## config.mk

```make
export PLATFORM = sky130hd
export DESIGN_NAME = sar_das_ctrl
export DESIGN_NICKNAME = d
export VERILOG_FILES = /design/src/rtl/sar_das_pkg.sv /design/src/rtl/das_sync.sv /design/src/rtl/das_chan_latch.sv /design/src/rtl/das_sar_core.sv /design/src/rtl/sar_das_ctrl.sv
export SDC_FILE = /design/constraint.sdc
export NUM_CORES = 1
export LEC_CHECK = 0
export ABC_CLOCK_PERIOD_IN_PS = 5700
export BUFFER_PORTS_ARGS = -buffer_cell sky130_fd_sc_hd__buf_4
export CAP_MARGIN = 30
export CORE_MARGIN = 2
export CORE_UTILIZATION = 60
export CTS_CLUSTER_SIZE = 16
export DETAILED_ROUTE_END_ITERATION = 8
export GPL_TIMING_DRIVEN = 0
export PLACE_DENSITY = 0.79
export REMOVE_ABC_BUFFERS = 1
export SLEW_MARGIN = 10
export SYNTH_ARGS = -nofsm -noshare
export SYNTH_HDL_FRONTEND = slang
export SYNTH_HIERARCHICAL = 1
export SYNTH_SLANG_ARGS = --single-unit
export TNS_END_PERCENT = 50
```

## constraint.sdc

```tcl
create_clock -name clk -period 5.7 [get_ports clk]
set_clock_uncertainty 0.15 [all_clocks]
set_input_delay 0 -clock clk [delete_from_list [all_inputs] [get_ports clk]]
set_output_delay 0 -clock clk [all_outputs]
set_load 0.005 [all_outputs]
```

## src/rtl/sar_das_pkg.sv

```systemverilog
`timescale 1ns/1ps
package sar_das_pkg;

    typedef enum logic [1:0] {
        SEQ_IDLE = 2'd0,
        SEQ_ACQ  = 2'd1,
        SEQ_SAR  = 2'd2,
        SEQ_HOLD = 2'd3
    } seq_state_e;

endpackage

```

## src/rtl/das_sync.sv

```systemverilog
`timescale 1ns/1ps
module das_sync #(
    parameter int          W       = 1,
    parameter int          STAGES  = 2,
    parameter logic [W-1:0] RST_VAL = '0
) (
    input  logic         clk,
    input  logic         rst_n,
    input  logic [W-1:0] async_i,
    output logic [W-1:0] sync_o
);

    logic [W-1:0] stg_q [STAGES];
    logic [W-1:0] stg_d [STAGES];

    always_comb begin
        stg_d[0] = async_i;
        for (int i = 1; i < STAGES; i++) begin
            stg_d[i] = stg_q[i-1];
        end
    end

    generate
        for (genvar g = 0; g < STAGES; g++) begin : g_stage
            always_ff @(posedge clk or negedge rst_n) begin
                if (!rst_n) stg_q[g] <= RST_VAL;
                else        stg_q[g] <= stg_d[g];
            end
        end
    endgenerate

    assign sync_o = stg_q[STAGES-1];

endmodule

```

## src/rtl/das_chan_latch.sv

```systemverilog
`timescale 1ns/1ps
module das_chan_latch #(
    parameter int AW = 3
) (
    input  logic          clk,
    input  logic          rst_n,
    input  logic          strobe_s,
    input  logic [AW-1:0] addr_s,
    output logic [AW-1:0] chan_o,
    output logic          fall_o
);

    typedef struct packed {
        logic          strobe_prev;
        logic [AW-1:0] chan;
    } latch_reg_t;

    latch_reg_t lat_d, lat_q;

    always_comb begin
        lat_d             = lat_q;
        lat_d.strobe_prev = strobe_s;
        fall_o            = lat_q.strobe_prev & ~strobe_s;
        if (fall_o) lat_d.chan = addr_s;
    end

    always_ff @(posedge clk or negedge rst_n) begin
        if (!rst_n) lat_q <= '0;
        else        lat_q <= lat_d;
    end

    assign chan_o = lat_q.chan;

endmodule

```

## src/rtl/das_sar_core.sv

```systemverilog
`timescale 1ns/1ps
module das_sar_core #(
    parameter int NBITS = 12
) (
    input  logic             clk,
    input  logic             rst_n,
    input  logic             clr_i,
    input  logic             step_i,
    input  logic             cmp_i,
    output logic [NBITS-1:0] trial_o,
    output logic [NBITS-1:0] code_o,
    output logic [NBITS-1:0] result_o,
    output logic             last_o
);

    localparam int IW = (NBITS > 1) ? $clog2(NBITS) : 1;

    typedef struct packed {
        logic [NBITS-1:0] sar;
        logic [IW-1:0]    idx;
    } sar_reg_t;

    sar_reg_t sar_d, sar_q;
    logic [NBITS-1:0] mask;

    always_comb begin
        mask     = {{(NBITS-1){1'b0}}, 1'b1} << sar_q.idx;
        trial_o  = sar_q.sar | mask;
        sar_d    = sar_q;
        last_o   = 1'b0;
        result_o = sar_q.sar;
        if (clr_i) begin
            sar_d.sar = '0;
            sar_d.idx = IW'(NBITS-1);
        end else if (step_i) begin
            sar_d.sar = cmp_i ? (sar_q.sar | mask) : (sar_q.sar & ~mask);
            result_o  = sar_d.sar;
            if (sar_q.idx == '0) last_o = 1'b1;
            else                 sar_d.idx = sar_q.idx - IW'(1);
        end
    end

    always_ff @(posedge clk or negedge rst_n) begin
        if (!rst_n) begin
            sar_q.sar <= '0;
            sar_q.idx <= IW'(NBITS-1);
        end else begin
            sar_q <= sar_d;
        end
    end

    assign code_o = sar_q.sar;

endmodule

```

## src/rtl/sar_das_ctrl.sv

```systemverilog
`timescale 1ns/1ps
module sar_das_ctrl #(
    parameter int NBITS       = 12,
    parameter int NCHAN       = 8,
    parameter int SYNC_STAGES = 2,
    parameter int ACQ_CYCLES  = 19,
    parameter int COMMIT_LEAD = 5
) (
    input  logic                     clk,
    input  logic                     rst_n,
    input  logic                     rc_n_i,
    input  logic                     ce_i,
    input  logic                     latch_i,
    input  logic [$clog2(NCHAN)-1:0] addr_i,
    input  logic                     cmp_i,
    output logic [NBITS-1:0]         dac_o,
    output logic [$clog2(NCHAN)-1:0] chan_o,
    output logic                     busy_o,
    output logic [NBITS-1:0]         data_o,
    output logic                     data_oe_o
);
    import sar_das_pkg::*;

    localparam int AW      = $clog2(NCHAN);
    localparam int SW      = AW + 3;
    localparam int CNT_MAX = (ACQ_CYCLES > COMMIT_LEAD) ? ACQ_CYCLES : COMMIT_LEAD;
    localparam int CW      = $clog2(CNT_MAX + 1);
    localparam logic [SW-1:0] SYNC_RST = {1'b1, 1'b0, 1'b0, {AW{1'b0}}};

    logic [SW-1:0]    sync_s;
    logic             rc_n_s, ce_s, latch_s;
    logic [AW-1:0]    addr_s;
    logic             latch_fall;
    logic             conv_ok, start;
    logic             sar_clr, sar_step, sar_last;
    logic [NBITS-1:0] sar_trial, sar_code, sar_result;

    das_sync #(.W(SW), .STAGES(SYNC_STAGES), .RST_VAL(SYNC_RST)) u_sync (
        .clk     (clk),
        .rst_n   (rst_n),
        .async_i ({rc_n_i, ce_i, latch_i, addr_i}),
        .sync_o  (sync_s)
    );
    assign {rc_n_s, ce_s, latch_s, addr_s} = sync_s;

    das_chan_latch #(.AW(AW)) u_chan (
        .clk      (clk),
        .rst_n    (rst_n),
        .strobe_s (latch_s),
        .addr_s   (addr_s),
        .chan_o   (chan_o),
        .fall_o   (latch_fall)
    );

    das_sar_core #(.NBITS(NBITS)) u_sar (
        .clk      (clk),
        .rst_n    (rst_n),
        .clr_i    (sar_clr),
        .step_i   (sar_step),
        .cmp_i    (cmp_i),
        .trial_o  (sar_trial),
        .code_o   (sar_code),
        .result_o (sar_result),
        .last_o   (sar_last)
    );

    typedef struct packed {
        seq_state_e       state;
        logic [CW-1:0]    cnt;
        logic             conv_prev;
        logic [NBITS-1:0] data;
    } seq_reg_t;

    seq_reg_t seq_d, seq_q;

    always_comb begin
        seq_d           = seq_q;
        conv_ok         = ~rc_n_s & ce_s;
        seq_d.conv_prev = conv_ok;
        start           = conv_ok & ~seq_q.conv_prev & (seq_q.state == SEQ_IDLE);
        sar_clr         = 1'b0;
        sar_step        = 1'b0;
        case (seq_q.state)
            SEQ_IDLE: begin
                if (start) begin
                    sar_clr     = 1'b1;
                    seq_d.state = SEQ_ACQ;
                    seq_d.cnt   = CW'(ACQ_CYCLES - 1);
                end
            end
            SEQ_ACQ: begin
                if (seq_q.cnt == '0) seq_d.state = SEQ_SAR;
                else                 seq_d.cnt   = seq_q.cnt - CW'(1);
            end
            SEQ_SAR: begin
                sar_step = 1'b1;
                if (sar_last) begin
                    seq_d.state = SEQ_HOLD;
                    seq_d.cnt   = CW'(COMMIT_LEAD - 1);
                    seq_d.data  = sar_result;
                end
            end
            SEQ_HOLD: begin
                if (seq_q.cnt == '0) seq_d.state = SEQ_IDLE;
                else                 seq_d.cnt   = seq_q.cnt - CW'(1);
            end
            default: seq_d.state = SEQ_IDLE;
        endcase
    end

    always_ff @(posedge clk or negedge rst_n) begin
        if (!rst_n) begin
            seq_q.state     <= SEQ_IDLE;
            seq_q.cnt       <= '0;
            seq_q.conv_prev <= 1'b0;
            seq_q.data      <= '0;
        end else begin
            seq_q <= seq_d;
        end
    end

    assign busy_o    = (seq_q.state != SEQ_IDLE);
    assign dac_o     = (seq_q.state == SEQ_SAR) ? sar_trial : sar_code;
    assign data_o    = seq_q.data;
    assign data_oe_o = rc_n_s & ce_s & ~busy_o;

endmodule

```

==> results.sh <==
export IMPL_syn2layout_area_growth_pct=9.12
export IMPL_critPathMaxStageDelay_ps=670
export IMPL_final_cell_mix="dfrtp_1 (47), buf_4 (37), mux2_2 (35)"
export IMPL_antenna_cells=0
export IMPL_slew_limit_headroom_pct=45.8
export IMPL_fin_crit_sh_pct=55.6
export IMPL_peakVddDrop_uv=301
export IMPL_antenna_found_initial=0
export IMPL_synth_cell_types=44
export IMPL_timing_rr_start="seq_q[18]"
export IMPL_ys_warn_count=6
export IMPL_cts_buffer_depth=2
export IMPL_wl_met1_microns=2430
export IMPL_numCtsBuffers=5
export IMPL_cp_top_family="simple AND/OR/NAND/NOR gates"
export IMPL_grt_pass1_vias=1901
export IMPL_dieArea_sq_um=5570
export IMPL_htree_levels=2
export IMPL_wl_microns=5470
export IMPL_status="completed"
export IMPL_final_common_cell="dfrtp_1"
export IMPL_ios=38
export IMPL_worstSkewPairLatency_ps=310
export IMPL_place_inst=337
export IMPL_wl_met2_microns=2640
export IMPL_first_pass_iters=4
export IMPL_grt_max_degree=53
export IMPL_drive_gt1_share_pct=36.4
export IMPL_cts_setup_buffers=0
export IMPL_detailed_place_hpwl_microns=3550
export IMPL_die_w_microns=74.6
export IMPL_register_area_sq_um=1310
export IMPL_synth_seq_cells=52
export IMPL_arrival_ps=3220
export IMPL_start_util_pct=62.9
export IMPL_grt_first_pass_wirelength_microns=9020
export IMPL_cellLeakagePower_nw=1.54
export IMPL_drc=0
export IMPL_cap_violations=0
export IMPL_routed_via_density=5.73
export IMPL_core_sq_um=4750
export IMPL_crit_start="seq_q[18]"
export IMPL_io_buffers=37
export IMPL_met3_length_microns=304
export IMPL_clk_pin_slew_worst_paths_ps=100
export IMPL_final_antenna_net_count=0
export IMPL_place_congestion=0.821
export IMPL_wl_per_cell_microns=15.5
export IMPL_r2r_end="data_o[6]"
export IMPL_path_class="flop to flop"
export IMPL_yosys_area_top_type="dfrtp_1"
export IMPL_globalRouteOverflowTotal=0
export IMPL_setup_tns_ps=0
export IMPL_critical_path_cell_count=7
export IMPL_worst_path_max_fanout=22
export IMPL_slew_viol_final=0
export IMPL_drtIter0Drc=108
export IMPL_clock_fmax_mhz=316
export IMPL_cts_sinks=52
export IMPL_syn_inst=275
export IMPL_die_h_microns=74.6
export IMPL_groute_usage_overall_pct=21.5
export IMPL_hold_violations=0
export IMPL_vias=2021
export IMPL_clockRootBuffer="clkbuf_8"
export IMPL_synth_top_area_share_pct=39.3
export IMPL_setup_viol=0
export IMPL_finalCriticalPeriod_ps=3170
export IMPL_num_nets_final=304
export IMPL_crit_required_ps=5750
export IMPL_synth_area_per_cell_sq_um=10.9
export IMPL_hold_class="input port to async pin"
export IMPL_syn_area_sq_um=2990
export IMPL_rr_worst_depth=7
export IMPL_yosysSeqAreaShare_pct=43.7
export IMPL_crit_chain="inv_1 -> ha_1 -> buf_16 -> nor4b_4 -> and2_1 -> nand2_1 -> mux2_1"
export IMPL_tightest_slew_ps=812
export IMPL_multiInputGateArea_sq_um=1360
export IMPL_power_per_cell_area_nw_per_um2=531
export IMPL_synthTopCellsByArea="dfrtp_1 (39%), mux2_2 (13%), buf_4 (7.3%)"
export IMPL_nFillCells=379
export IMPL_crit_path_end="data_o[6]"
export IMPL_highest_layer="met4"
export IMPL_rrSetupSlack_ps=2530
export IMPL_final_cell_count_no_fill=353
export IMPL_startpoint_type="flop"
export IMPL_cts_tree="done"
export IMPL_rsz0062_at_grt="no"
export IMPL_num_rows=25
export IMPL_cp_end_kind="flop"
export IMPL_total_power_mw=1.73
export IMPL_cpMaxStageDelayCell="ha_1"
export IMPL_critical_path_buf_inv_count=2
[worst register-to-register path: cells and delay by family (launching register included)]
family        cells  cell delay (ps)
simple gates      3              890
fa+ha+maj         1              670
flops             1              480
mux               1              480
buf+inv           2              380
[worst min path at each step]
stage                     slack [ps]  depth (start not counted)               to
after global routing             170                          2  u_sar/code_o[3]
after floorplan                 -450                          0        async pin
after global placement           -70                          1        data_o[8]
final                            100                          2  u_sar/code_o[0]
after detailed placement         -80                          1        data_o[2]
after CTS                        130                          2        seq_q[16]
[flip-flops by register name, indices dropped and copies added (netlist names), named ones only]
name / cells
u_sar/code_o: 12
u_sync/sync_o: 6
u_sar/sar_q: 4
data_o: 12
seq_q: 5
u_sync/stg_d: 6
u_chan/chan_o: 3
u_chan/lat_q: 1
[cells in the mapped netlist (all sizes together)]
library cell / instances
dfrtp: 47
mux2: 40
buf: 38
nand2: 18
o21ai: 18
a21oi: 14
a21o: 12
nand4: 12
ha: 10
inv: 9
nor2: 9
nand2b: 6
clkbuf: 5
dfstp: 5
nor2b: 5
mux2i: 3
o31ai: 3
and2: 2
and4bb: 2
nor3: 2
nor4b: 2
o21a: 2
a211o: 1
a21boi: 1
a221o: 1
a221oi: 1
and3: 1
nor3b: 1
o211ai: 1
o21bai: 1
o22ai: 1
or2: 1
or4b: 1
[repair_timing]
action                     4_1_cts  5_1_grt
hold buffers                     8        0
resized for setup                0        0
setup endpoints to repair        0        0
hold endpoints to repair        70        0
[layer usage]
metal,GRT usage [%],up-vias
met5,0,-
met4,8.13,0
met3,4.15,9
met2,34.3,81
met1,29.2,974
li1,-,957
[area by class of cell]
| type | instances | area share, % |
|---|---|---|
| clock buffers | 5 | 2.11 |
| multi-input cells | 171 | 41.7 |
| inverters | 9 | 1.03 |
| repair buffers | 46 | 11.8 |
| well taps | 67 | 2.57 |
| flip-flops and latches | 52 | 40.1 |
| clock inverters | 3 | 0.690 |
[stage by stage]
stage	util [%]	area, sq um	setup WS (ps)	hold slack, ps
2_1_floorplan	-	2700	2770	-446
3_3_place_gp	64.5	3070	2160	-74.7
3_5_place_dp	65.1	3090	2530	-78.5
4_1_cts	68.7	3260	2510	128
5_1_grt	68.7	3260	2300	171
6_report	68.7	3260	2530	98.3
[where the power goes]
part	leakage [nW]	internal, mW	switching (mW)
Combinational	0.860	0.472	0.420
Clock	0.0485	0.0882	0.128
Sequential	0.633	0.506	0.119
[cell families (layout without fill, tap and decap cells)]
kind of cell | after synthesis | in the layout | share of synthesized area, %
and+or+nand+nor | 62 | 62 | 12.8
AOI/OAI and AO/OA | 56 | 56 | 12.1
DFF | 52 | 52 | 43.7
buffers and inverters | 52 | 63 | 10.7
muxes | 43 | 43 | 16.4
adders and majority gates | 10 | 10 | 4.18
No activity file was read; power rests on OpenSTA's default activity.
